==> src/rtl/resp_frag_pkg.sv <==
package resp_frag_pkg;

    localparam logic [7:0] OP_READ   = 8'h01;
    localparam int         HDR_BYTES = 8;

    typedef enum logic [2:0] {
        ST_IDLE,
        ST_HDR,
        ST_FREQ,
        ST_FWAIT,
        ST_DATA,
        ST_SUM_HI,
        ST_SUM_LO
    } bld_state_e;

    // ones'-complement 16-bit addition with end-around carry
    function automatic logic [15:0] oc_add(input logic [15:0] a, input logic [15:0] b);
        logic [16:0] s;
        s = {1'b0, a} + {1'b0, b};
        return s[15:0] + {15'd0, s[16]};
    endfunction

endpackage

==> src/rtl/resp_frag_csum.sv <==
module resp_frag_csum
    import resp_frag_pkg::*;
(
    input  logic        clk,
    input  logic        rst_n,
    input  logic        clr,
    input  logic        add_en,
    input  logic [7:0]  byte_in,
    output logic [15:0] csum_o
);

    typedef struct packed {
        logic [15:0] sum;
        logic        odd;
    } cs_t;

    cs_t cs_d, cs_q;

    always_comb begin
        cs_d = cs_q;
        if (clr) begin
            cs_d.sum = 16'd0;
            cs_d.odd = 1'b0;
        end else if (add_en) begin
            cs_d.sum = oc_add(cs_q.sum, cs_q.odd ? {8'd0, byte_in} : {byte_in, 8'd0});
            cs_d.odd = ~cs_q.odd;
        end
    end

    always_ff @(posedge clk) begin
        if (!rst_n) begin
            cs_q <= '0;
        end else begin
            cs_q <= cs_d;
        end
    end

    assign csum_o = ~cs_q.sum;

endmodule

==> src/rtl/resp_frag_fetch.sv <==
module resp_frag_fetch #(
    parameter int ADDR_W  = 16,
    parameter int MEM_LAT = 2
) (
    input  logic              clk,
    input  logic              rst_n,
    input  logic              start,
    input  logic [ADDR_W-1:0] addr,
    output logic              mem_rd,
    output logic [ADDR_W-1:0] mem_addr,
    input  logic [7:0]        mem_rdata,
    output logic              done,
    output logic [7:0]        byte_o
);

    logic [MEM_LAT-1:0] pend_d, pend_q;

    generate
        if (MEM_LAT == 1) begin : g_one
            always_comb pend_d = start;
        end else begin : g_many
            always_comb pend_d = {pend_q[MEM_LAT-2:0], start};
        end
    endgenerate

    always_ff @(posedge clk) begin
        if (!rst_n) begin
            pend_q <= '0;
        end else begin
            pend_q <= pend_d;
        end
    end

    assign mem_rd   = start;
    assign mem_addr = addr;
    assign done     = pend_q[MEM_LAT-1];
    assign byte_o   = mem_rdata;

endmodule

==> src/rtl/resp_frag_hdr.sv <==
module resp_frag_hdr #(
    parameter int CNT_W = 16
) (
    input  logic [2:0]       idx,
    input  logic [7:0]       op,
    input  logic             final_frag,
    input  logic [CNT_W-1:0] total,
    input  logic [CNT_W-1:0] offset,
    input  logic [CNT_W-1:0] flen,
    output logic [7:0]       byte_o
);

    logic [15:0] tot16, off16, len16;

    always_comb begin
        tot16 = 16'(total);
        off16 = 16'(offset);
        len16 = 16'(flen);
        case (idx)
            3'd0:    byte_o = op;
            3'd1:    byte_o = {7'd0, final_frag};
            3'd2:    byte_o = tot16[15:8];
            3'd3:    byte_o = tot16[7:0];
            3'd4:    byte_o = off16[15:8];
            3'd5:    byte_o = off16[7:0];
            3'd6:    byte_o = len16[15:8];
            default: byte_o = len16[7:0];
        endcase
    end

endmodule

==> src/rtl/resp_frag_builder.sv <==
module resp_frag_builder
    import resp_frag_pkg::*;
#(
    parameter int ADDR_W      = 16,
    parameter int CNT_W       = 16,
    parameter int MAX_PAYLOAD = 1472,
    parameter int MEM_LAT     = 2
) (
    input  logic              clk,
    input  logic              rst_n,
    input  logic              cmd_empty,
    output logic              cmd_rd,
    input  logic [7:0]        cmd_op,
    input  logic [ADDR_W-1:0] cmd_addr,
    input  logic [CNT_W-1:0]  cmd_len,
    output logic              mem_rd,
    output logic [ADDR_W-1:0] mem_addr,
    input  logic [7:0]        mem_rdata,
    output logic [7:0]        tx_data,
    output logic              tx_valid,
    output logic              tx_last,
    input  logic              tx_ready
);

    localparam logic [CNT_W-1:0] MAX_LEN  = CNT_W'(MAX_PAYLOAD);
    localparam logic [2:0]       HDR_LAST = 3'(HDR_BYTES - 1);

    typedef struct packed {
        bld_state_e        st;
        logic [7:0]        op;
        logic [ADDR_W-1:0] base;
        logic [CNT_W-1:0]  total;
        logic [CNT_W-1:0]  remain;
        logic [CNT_W-1:0]  offset;
        logic [CNT_W-1:0]  flen;
        logic [CNT_W-1:0]  sent;
        logic [2:0]        idx;
        logic [7:0]        dbyte;
    } bld_t;

    bld_t r_d, r_q;

    logic              cs_clr, cs_add;
    logic [15:0]       csum;
    logic              f_start, f_done;
    logic [7:0]        f_byte;
    logic [7:0]        hdr_byte;
    logic [ADDR_W-1:0] rd_addr;
    logic [CNT_W-1:0]  rem_after;

    function automatic logic [CNT_W-1:0] frag_of(input logic [CNT_W-1:0] r);
        return (r > MAX_LEN) ? MAX_LEN : r;
    endfunction

    assign rd_addr   = r_q.base + ADDR_W'(r_q.offset);
    assign rem_after = r_q.remain - r_q.flen;

    always_comb begin
        r_d      = r_q;
        cmd_rd   = 1'b0;
        f_start  = 1'b0;
        tx_valid = 1'b0;
        tx_data  = 8'd0;
        tx_last  = 1'b0;
        cs_clr   = 1'b0;
        cs_add   = 1'b0;
        case (r_q.st)
            ST_IDLE: begin
                if (!cmd_empty) begin
                    cmd_rd     = 1'b1;
                    cs_clr     = 1'b1;
                    r_d.op     = cmd_op;
                    r_d.base   = cmd_addr;
                    r_d.total  = cmd_len;
                    r_d.remain = (cmd_op == OP_READ) ? cmd_len : '0;
                    r_d.flen   = frag_of((cmd_op == OP_READ) ? cmd_len : '0);
                    r_d.offset = '0;
                    r_d.sent   = '0;
                    r_d.idx    = 3'd0;
                    r_d.st     = ST_HDR;
                end
            end
            ST_HDR: begin
                tx_valid = 1'b1;
                tx_data  = hdr_byte;
                if (tx_ready) begin
                    cs_add  = 1'b1;
                    r_d.idx = r_q.idx + 3'd1;
                    if (r_q.idx == HDR_LAST) begin
                        r_d.st = (r_q.flen != '0) ? ST_FREQ : ST_SUM_HI;
                    end
                end
            end
            ST_FREQ: begin
                f_start = 1'b1;
                r_d.st  = ST_FWAIT;
            end
            ST_FWAIT: begin
                if (f_done) begin
                    r_d.dbyte = f_byte;
                    r_d.st    = ST_DATA;
                end
            end
            ST_DATA: begin
                tx_valid = 1'b1;
                tx_data  = r_q.dbyte;
                if (tx_ready) begin
                    cs_add     = 1'b1;
                    r_d.offset = r_q.offset + 1'b1;
                    r_d.sent   = r_q.sent + 1'b1;
                    r_d.st     = (r_q.sent + 1'b1 == r_q.flen) ? ST_SUM_HI : ST_FREQ;
                end
            end
            ST_SUM_HI: begin
                tx_valid = 1'b1;
                tx_data  = csum[15:8];
                if (tx_ready) begin
                    r_d.st = ST_SUM_LO;
                end
            end
            ST_SUM_LO: begin
                tx_valid = 1'b1;
                tx_data  = csum[7:0];
                tx_last  = 1'b1;
                if (tx_ready) begin
                    r_d.remain = rem_after;
                    if (rem_after == '0) begin
                        r_d.st = ST_IDLE;
                    end else begin
                        cs_clr   = 1'b1;
                        r_d.flen = frag_of(rem_after);
                        r_d.sent = '0;
                        r_d.idx  = 3'd0;
                        r_d.st   = ST_HDR;
                    end
                end
            end
            default: r_d.st = ST_IDLE;
        endcase
    end

    always_ff @(posedge clk) begin
        if (!rst_n) begin
            r_q    <= '0;
            r_q.st <= ST_IDLE;
        end else begin
            r_q <= r_d;
        end
    end

    resp_frag_hdr #(.CNT_W(CNT_W)) u_hdr (
        .idx        (r_q.idx),
        .op         (r_q.op),
        .final_frag (r_q.remain == r_q.flen),
        .total      (r_q.total),
        .offset     (r_q.offset),
        .flen       (r_q.flen),
        .byte_o     (hdr_byte)
    );

    resp_frag_fetch #(.ADDR_W(ADDR_W), .MEM_LAT(MEM_LAT)) u_fetch (
        .clk       (clk),
        .rst_n     (rst_n),
        .start     (f_start),
        .addr      (rd_addr),
        .mem_rd    (mem_rd),
        .mem_addr  (mem_addr),
        .mem_rdata (mem_rdata),
        .done      (f_done),
        .byte_o    (f_byte)
    );

    resp_frag_csum u_csum (
        .clk     (clk),
        .rst_n   (rst_n),
        .clr     (cs_clr),
        .add_en  (cs_add),
        .byte_in (tx_data),
        .csum_o  (csum)
    );

endmodule

==> config.mk <==
export PLATFORM = sky130hd
export DESIGN_NAME = resp_frag_builder
export DESIGN_NICKNAME = d
export VERILOG_FILES = /design/src/rtl/resp_frag_pkg.sv /design/src/rtl/resp_frag_csum.sv /design/src/rtl/resp_frag_fetch.sv /design/src/rtl/resp_frag_hdr.sv /design/src/rtl/resp_frag_builder.sv
export SDC_FILE = /design/constraint.sdc
export NUM_CORES = 1
export LEC_CHECK = 0
export ABC_AREA = 1
export BUFFER_PORTS_ARGS = -buffer_cell sky130_fd_sc_hd__buf_2
export CAP_MARGIN = 20
export CORE_ASPECT_RATIO = 0.6
export CORE_MARGIN = 3
export CORE_UTILIZATION = 25
export CTS_CLUSTER_SIZE = 10
export DETAILED_ROUTE_END_ITERATION = 7
export SLEW_MARGIN = 25
export SYNTH_ARGS = -nofsm -noshare
export SYNTH_HDL_FRONTEND = slang
export SYNTH_SLANG_ARGS = --single-unit
==> constraint.sdc <==
create_clock -name clk -period 4 [get_ports clk]
set_input_delay 0 -clock clk [delete_from_list [all_inputs] [get_ports clk]]
set_output_delay 0 -clock clk [all_outputs]
set_load 0.05 [all_outputs]
== Word level (Yosys, flattened, before mapping) ==
Index checks and enable logic that the tools add are counted.
Cells by class
  add/subtract/negate cells: 7
  $lt $le $gt $ge: 2
  eq/ne operators: 24
  mux-type cells: 38
  bitwise logic cells: 4
  reduce and logical (&&, ||, !) cells: 19
Operators with widths (count)
  $mux 16: 7
  $mux 110: 1
  $pmux 16 s2: 3
  $mux 35: 2
  $pmux 8 s7: 1
  $pmux 16 s3: 1
  $add 16x1->16 const B: 2
  $eq 16x16->1: 2
  $gt 16x11->1 const B: 2
  $pmux 8 s4: 1
  $mux 3: 9
  $eq 3x3->1 const B: 7
  $pmux 3 s7: 1
  $add 16x16->17: 1
  $add 16x1->16: 1
  $add 16x16->16: 1
  $logic_not 16->1: 1
  $not 16->16: 1
  $reduce_bool 16->1: 1
  $sub 16x16->16: 1
  $ne 2x2->1 const B: 7
  $eq 3x2->1 const B: 4
  $mux 1: 10
  $reduce_and 5->1: 2
  other kinds (16): 25
Word-level totals
  register bits: 137
  input port bits: 52
  output and inout bits: 28

== Longest topological paths before layout ==
  word-level depth: 6
  depth in mapped cells: 32
  depth with buffers taken out: 32

== Modules after synthesis ==
Synthesis repeated with hierarchy kept, for this count alone.
Second synthesis, totals
  cell total of the unflattened synthesis: 1790
  area, all modules: 10993.0 µm²
Modules (own cells, without submodules)
  resp_frag_builder: instances 1, cells an instance 1242, area each 7890.1 µm²
  resp_frag_csum: instances 1, cells an instance 391, area each 2167.1 µm²
  resp_frag_hdr: instances 1, cells an instance 126, area each 693.2 µm²
  resp_frag_fetch: instances 1, cells an instance 31, area each 242.7 µm²

== Worst setup path after synthesis ==
No wires, ideal clock.
  path kind: register to register
  start point: register r_q[8] (netlist name)
  end point: register u_csum.cs_q[10] (netlist name)
  library setup time: 66 ps
  arrival: 4278 ps
  required time: 3934 ps
  setup slack: -344 ps
  cell stages (with the launch flop): 31
  buffers on the path: 2
  clock period less this slack: 4344 ps
  cell sequence: dfxtp_1 > ha_1 > ha_1 > clkbuf_1 > nor4_1 > inv_1 > clkbuf_1 > o211ai_1 > nand2_1 > nor2_1 > nor2_1 > ha_1 > nand2_1 > inv_1 > nand3_1 > nand2_1 > nand3_1 > nand2_1 > a21oi_1 > o21bai_1 > ha_1 > nand2_1 > nor2_1 > nand2_1 > nor2_2 > nand2_1 > nor2_2 > nand2_1 > o21bai_1 > nand3_1 > a21oi_2
Between the ends
  longest elaborated chain between the ends: 6
Ends and longest elaborated chain
  start: declaration: line resp_frag_builder.sv:41  | bld_t r_d, r_q;
  start signal: assignment: line resp_frag_builder.sv:147  | r_q <= r_d;
  $eq 3x3->1, or another cell as far along: line resp_frag_hdr.sv:19  | case (idx)
  $pmux 8 s7 (*): line resp_frag_hdr.sv:19
  $pmux 8 s4 (*): line resp_frag_builder.sv:67  | case (r_q.st)
  $mux 16 (*): line resp_frag_csum.sv:25  | cs_d.sum = oc_add(cs_q.sum, cs_q.odd ? {8'd0, byte_in} : {byte_in, 8'd0});
  $add 16x16->17 (*): line resp_frag_pkg.sv:19  | s = {1'b0, a} + {1'b0, b};
  $add 16x1->16 (*): line resp_frag_pkg.sv:20  | return s[15:0] + {15'd0, s[16]};
  end signal: assignment: line resp_frag_csum.sv:34  | cs_q <= cs_d;
  end: declaration: line resp_frag_csum.sv:17  | cs_t cs_d, cs_q;
Every way passes the cells marked *; elsewhere a longest branch is shown, timed or not.
A chain may end at the register's enable or synchronous reset.

== Worst setup path in the final report ==
  start point: register r_q[36] (netlist name)
  end point: register u_csum.cs_q[16] (netlist name)
Between the ends
  longest elaborated chain between the ends: 6
Ends and longest elaborated chain (line)
  $eq 16x16->1 / $sub 16x16->16 (equally long branches): resp_frag_builder.sv:154, resp_frag_builder.sv:56
  $pmux 8 s7 / $logic_not 16->1 (equally long branches): resp_frag_hdr.sv:19, resp_frag_builder.sv:127
  $pmux 8 s4 / $mux 1 (equally long branches): resp_frag_builder.sv:67, resp_frag_builder.sv:127
  $mux 16 / $mux 1 (equally long branches): resp_frag_csum.sv:25, resp_frag_builder.sv:125
  $add 16x16->17 / $pmux 1 s2 (equally long branches): resp_frag_pkg.sv:19, resp_frag_builder.sv:67
  $add 16x1->16 / $reduce_or 2->1 (equally long branches)
Parallel ways exist; a longest one is shown, timed or not.

==> impl_metrics.toml <==
[outcome]
status = "finished, violations left"
violations = "negative setup slack"

[logic_synthesis]
synth-edff-count = 0
synth.top_cell.area_share = 0.271
ys_top_cells_by_area = "dfxtp_1 27%, nand2_1 17%, inv_1 7.5%, nor2_1 7.2%, ha_1 6.9%"
syn_area_um2 = 10100
synth.net_count = 1740
avgSynthCellArea_um2 = 6.20
synth-main-ff-cell = "dfxtp_1"
ys_seq_area_frac = 0.271
synth_seq_cells = 137
yosys.cell_types.count = 50
yosysWarnings = 0
synth_top_cell_by_area = "dfxtp_1"
syn_inst = 1629
postSynth.asyncResetShare = 0

[floorplanning]
start_util = 0.256
core-area_um2 = 39400
die_w_um = 266
ios = 80
die_h_um = 162
rows = 56
dieArea_um2 = 42900

[layout]
final_util = 0.366
fillCellCount = 4127
n_antenna_cell = 0
stdcell_count = 2486
syn2layout_area_growth_pct = 42.7
drive_gt1_frac = 0.263
num-nets-final = 2062

[placed_design]
dp.cells = 2349
gp_congestion = 0.959
numPortBuffers = 79
dpl.hpwl_um = 33500

[worst_setup_path]
crit_slowest_cell = "dfxtp_1"
critPathCaptureType = "register"
cp_max_fo = 3
cp-start-kind = "register"
rrSetupSlack_ns = -0.29
critPathRequiredTime_ns = 4.32
r2r-end = "u_csum.cs_q[16]$_SDFFE_PP0P_"
r2r.worst_path.cells = 34
critical_path_arrival_ns = 4.61
crit_type = "register to register"
cpPeakStageDelay_ns = 0.33
r2r-start = "r_q[36]$_SDFFE_PN0P_"

[global_routing]
antenna_found_initial = 0
use_met1 = 0.298
grt_pass1_wl_um = 65200
grt_util_all_layers = 0.198
grt-ovfl-total = 0
grt_max_degree = 45
top_usage_layer = "met1"
use_met2 = 0.261
grt_pass1_vias = 11200
use_met3 = 0.0743

[timing]
finalCritPeriodShare = 1.07
rsz0062_at_grt = "yes"
slew_viol_final = 0
worst_pin_slew_ns = 0.807
timing.hold.ws_ns = 0.0306
fmax_mhz = 233
fin_crit_ns = 4.29
finalSetupViolCount = 11
fin_skew_ns = 0.0150
relSlewSlack = 0.461
hold_viol = 0
setup_ws_ns = -0.290

[drt]
num_vias = 12200
final_antenna_net_count = 0
dr.pass1.iters = 6
postRouteWirelength_um = 43200
drcViolationCount = 0
wl_per_cell_um = 17.4
drtIter0Drc = 1321
vias_per_cell = 4.90

[run]
drv_cap = 0

[power]
power_frac_comb = 0.660
internal_power_uw = 5370
p_sw_uw = 5680
seq_power_share = 0.190
powerDensity_nw_per_um2 = 766
pwr-share-clk = 0.150
leakage_uw = 0.00671
ir_drop_mv = 0.532
finalPower_uw = 11000
swShare = 0.514

[hold_path]
hp-start = "cmd_addr[1]"
hold_depth = 3
min_to = "r_q[92]$_SDFFE_PN0P_"
min_path_type = "input port to register"

[cts]
cts_htree_levels = 4
tritoncts = "yes"
cts.sinks = 137
root_buffer = "clkbuf_16"
clk_latency_ns = 0.45
path_clk_slew_ns = 0.06
cts_max_path_buffers = 2
cts_made_buffers = 17
[stage by stage]
| stage | instance area (µm²) | worst slack, ns | TNS [ns] |
|---|---|---|---|
| floorplan | 10200 | -0.0898 | -0.299 |
| global placement | 12200 | -0.588 | -4.66 |
| detailed placement | 12200 | -0.638 | -5.65 |
| CTS | 14200 | -0.178 | -0.557 |
| global route | 14400 | -0.525 | -5.10 |
| finish | 14400 | -0.290 | -1.93 |
[cell usage after synthesis, types with 15 or more instances]
cell type  count
a21oi_1      138
clkbuf_1      28
dfxtp_1      137
ha_1          56
inv_1        202
inv_2         15
nand2_1      457
nand3_1      101
nand4_1       33
nor2_1       193
o21ai_0       86
o22ai_1       16
xor2_1        16
[power groups by stage]
stage / logic (µW) / registers, µW / clock network, µW
final: 7290 / 2100 / 1660
after global routing: 7990 / 2130 / 1730
after CTS: 6960 / 2080 / 1670
after detailed placement: 6460 / 2060 / 0
after global placement: 6410 / 2060 / 0
after floorplan: 4350 / 1990 / 0
[cells in the final DEF (no fill, tap or decap), types with 16 or more instances in the layout]
| cell type | instances |
|---|---|
| ha_4 | 16 |
| o21ai_0 | 79 |
| buf_2 | 79 |
| xor2_1 | 16 |
| ha_1 | 37 |
| dlygate4sd3_1 | 48 |
| nand4_1 | 33 |
| a21oi_1 | 129 |
| a21oi_2 | 16 |
| nand2_1 | 429 |
| clkbuf_16 | 17 |
| nand3_1 | 93 |
| dfxtp_1 | 126 |
| nor2_1 | 175 |
| nand2_2 | 28 |
| inv_1 | 186 |
| buf_4 | 202 |
| inv_2 | 28 |
[critical path, delay by kind of cell (launching register included)]
kind	cells	cell delay, ns
AOI/OAI and AO/OA	3	0.51
buffers and inverters	11	1.25
and+or+nand+nor	17	1.33
DFF	1	0.33
adders and majority gates	3	0.71
[cells by family after synthesis]
group | after synthesis | synth area share
buffers and inverters | 259 | 0.0997
adder cells (fa/ha/maj) | 59 | 0.0753
flip-flops | 137 | 0.271
AND/OR/NAND/NOR | 840 | 0.356
AO/OA/AOI/OAI | 305 | 0.171
XOR/XNOR | 29 | 0.0266
[per-layer routing]
layer,share of wire,vias to the layer above
li1,-,5982
met1,0.48,5598
met2,0.38,548
met3,0.12,50
met4,0.015,0
met5,0,-
[state kept, by name, indices dropped and copies added (netlist names)]
signal          count
u_fetch.pend_q      2
u_csum.cs_q        17
r_q               118
[area by class of cell]
type | instances | area [µm²] | area share
flip-flops and latches | 137 | 2760 | 0.192
clock buffers | 20 | 457 | 0.0317
repair buffers | 343 | 2550 | 0.177
multi-input cells | 1233 | 7020 | 0.487
well taps | 522 | 653 | 0.0453
inverters | 219 | 830 | 0.0575
clock inverters | 12 | 149 | 0.0103
[how the worst max path moves through the flow]
stage                                      from                           end  slack [ns]
after floorplan           r_q[117]$_SDFFE_PN0P_  u_csum.cs_q[11]$_SDFFE_PP0P_       -0.09
after global placement      r_q[8]$_SDFFE_PN0P_   u_csum.cs_q[9]$_SDFFE_PP0P_       -0.59
after detailed placement    r_q[8]$_SDFFE_PN0P_   u_csum.cs_q[9]$_SDFFE_PP0P_       -0.64
after CTS                   r_q[8]$_SDFFE_PN0P_  u_csum.cs_q[11]$_SDFFE_PP0P_       -0.18
after global routing        r_q[8]$_SDFFE_PN0P_  u_csum.cs_q[11]$_SDFFE_PP0P_       -0.52
final                      r_q[36]$_SDFFE_PN0P_  u_csum.cs_q[16]$_SDFFE_PP0P_       -0.29
[timing repair]
action                     CTS  global route
setup endpoints to repair   15            14
hold buffers                48             0
pin swaps                   58            47
hold endpoints to repair    60             0
buffers inserted            55            12
resized for setup          134            41
(Power assumes the default switching activity.)
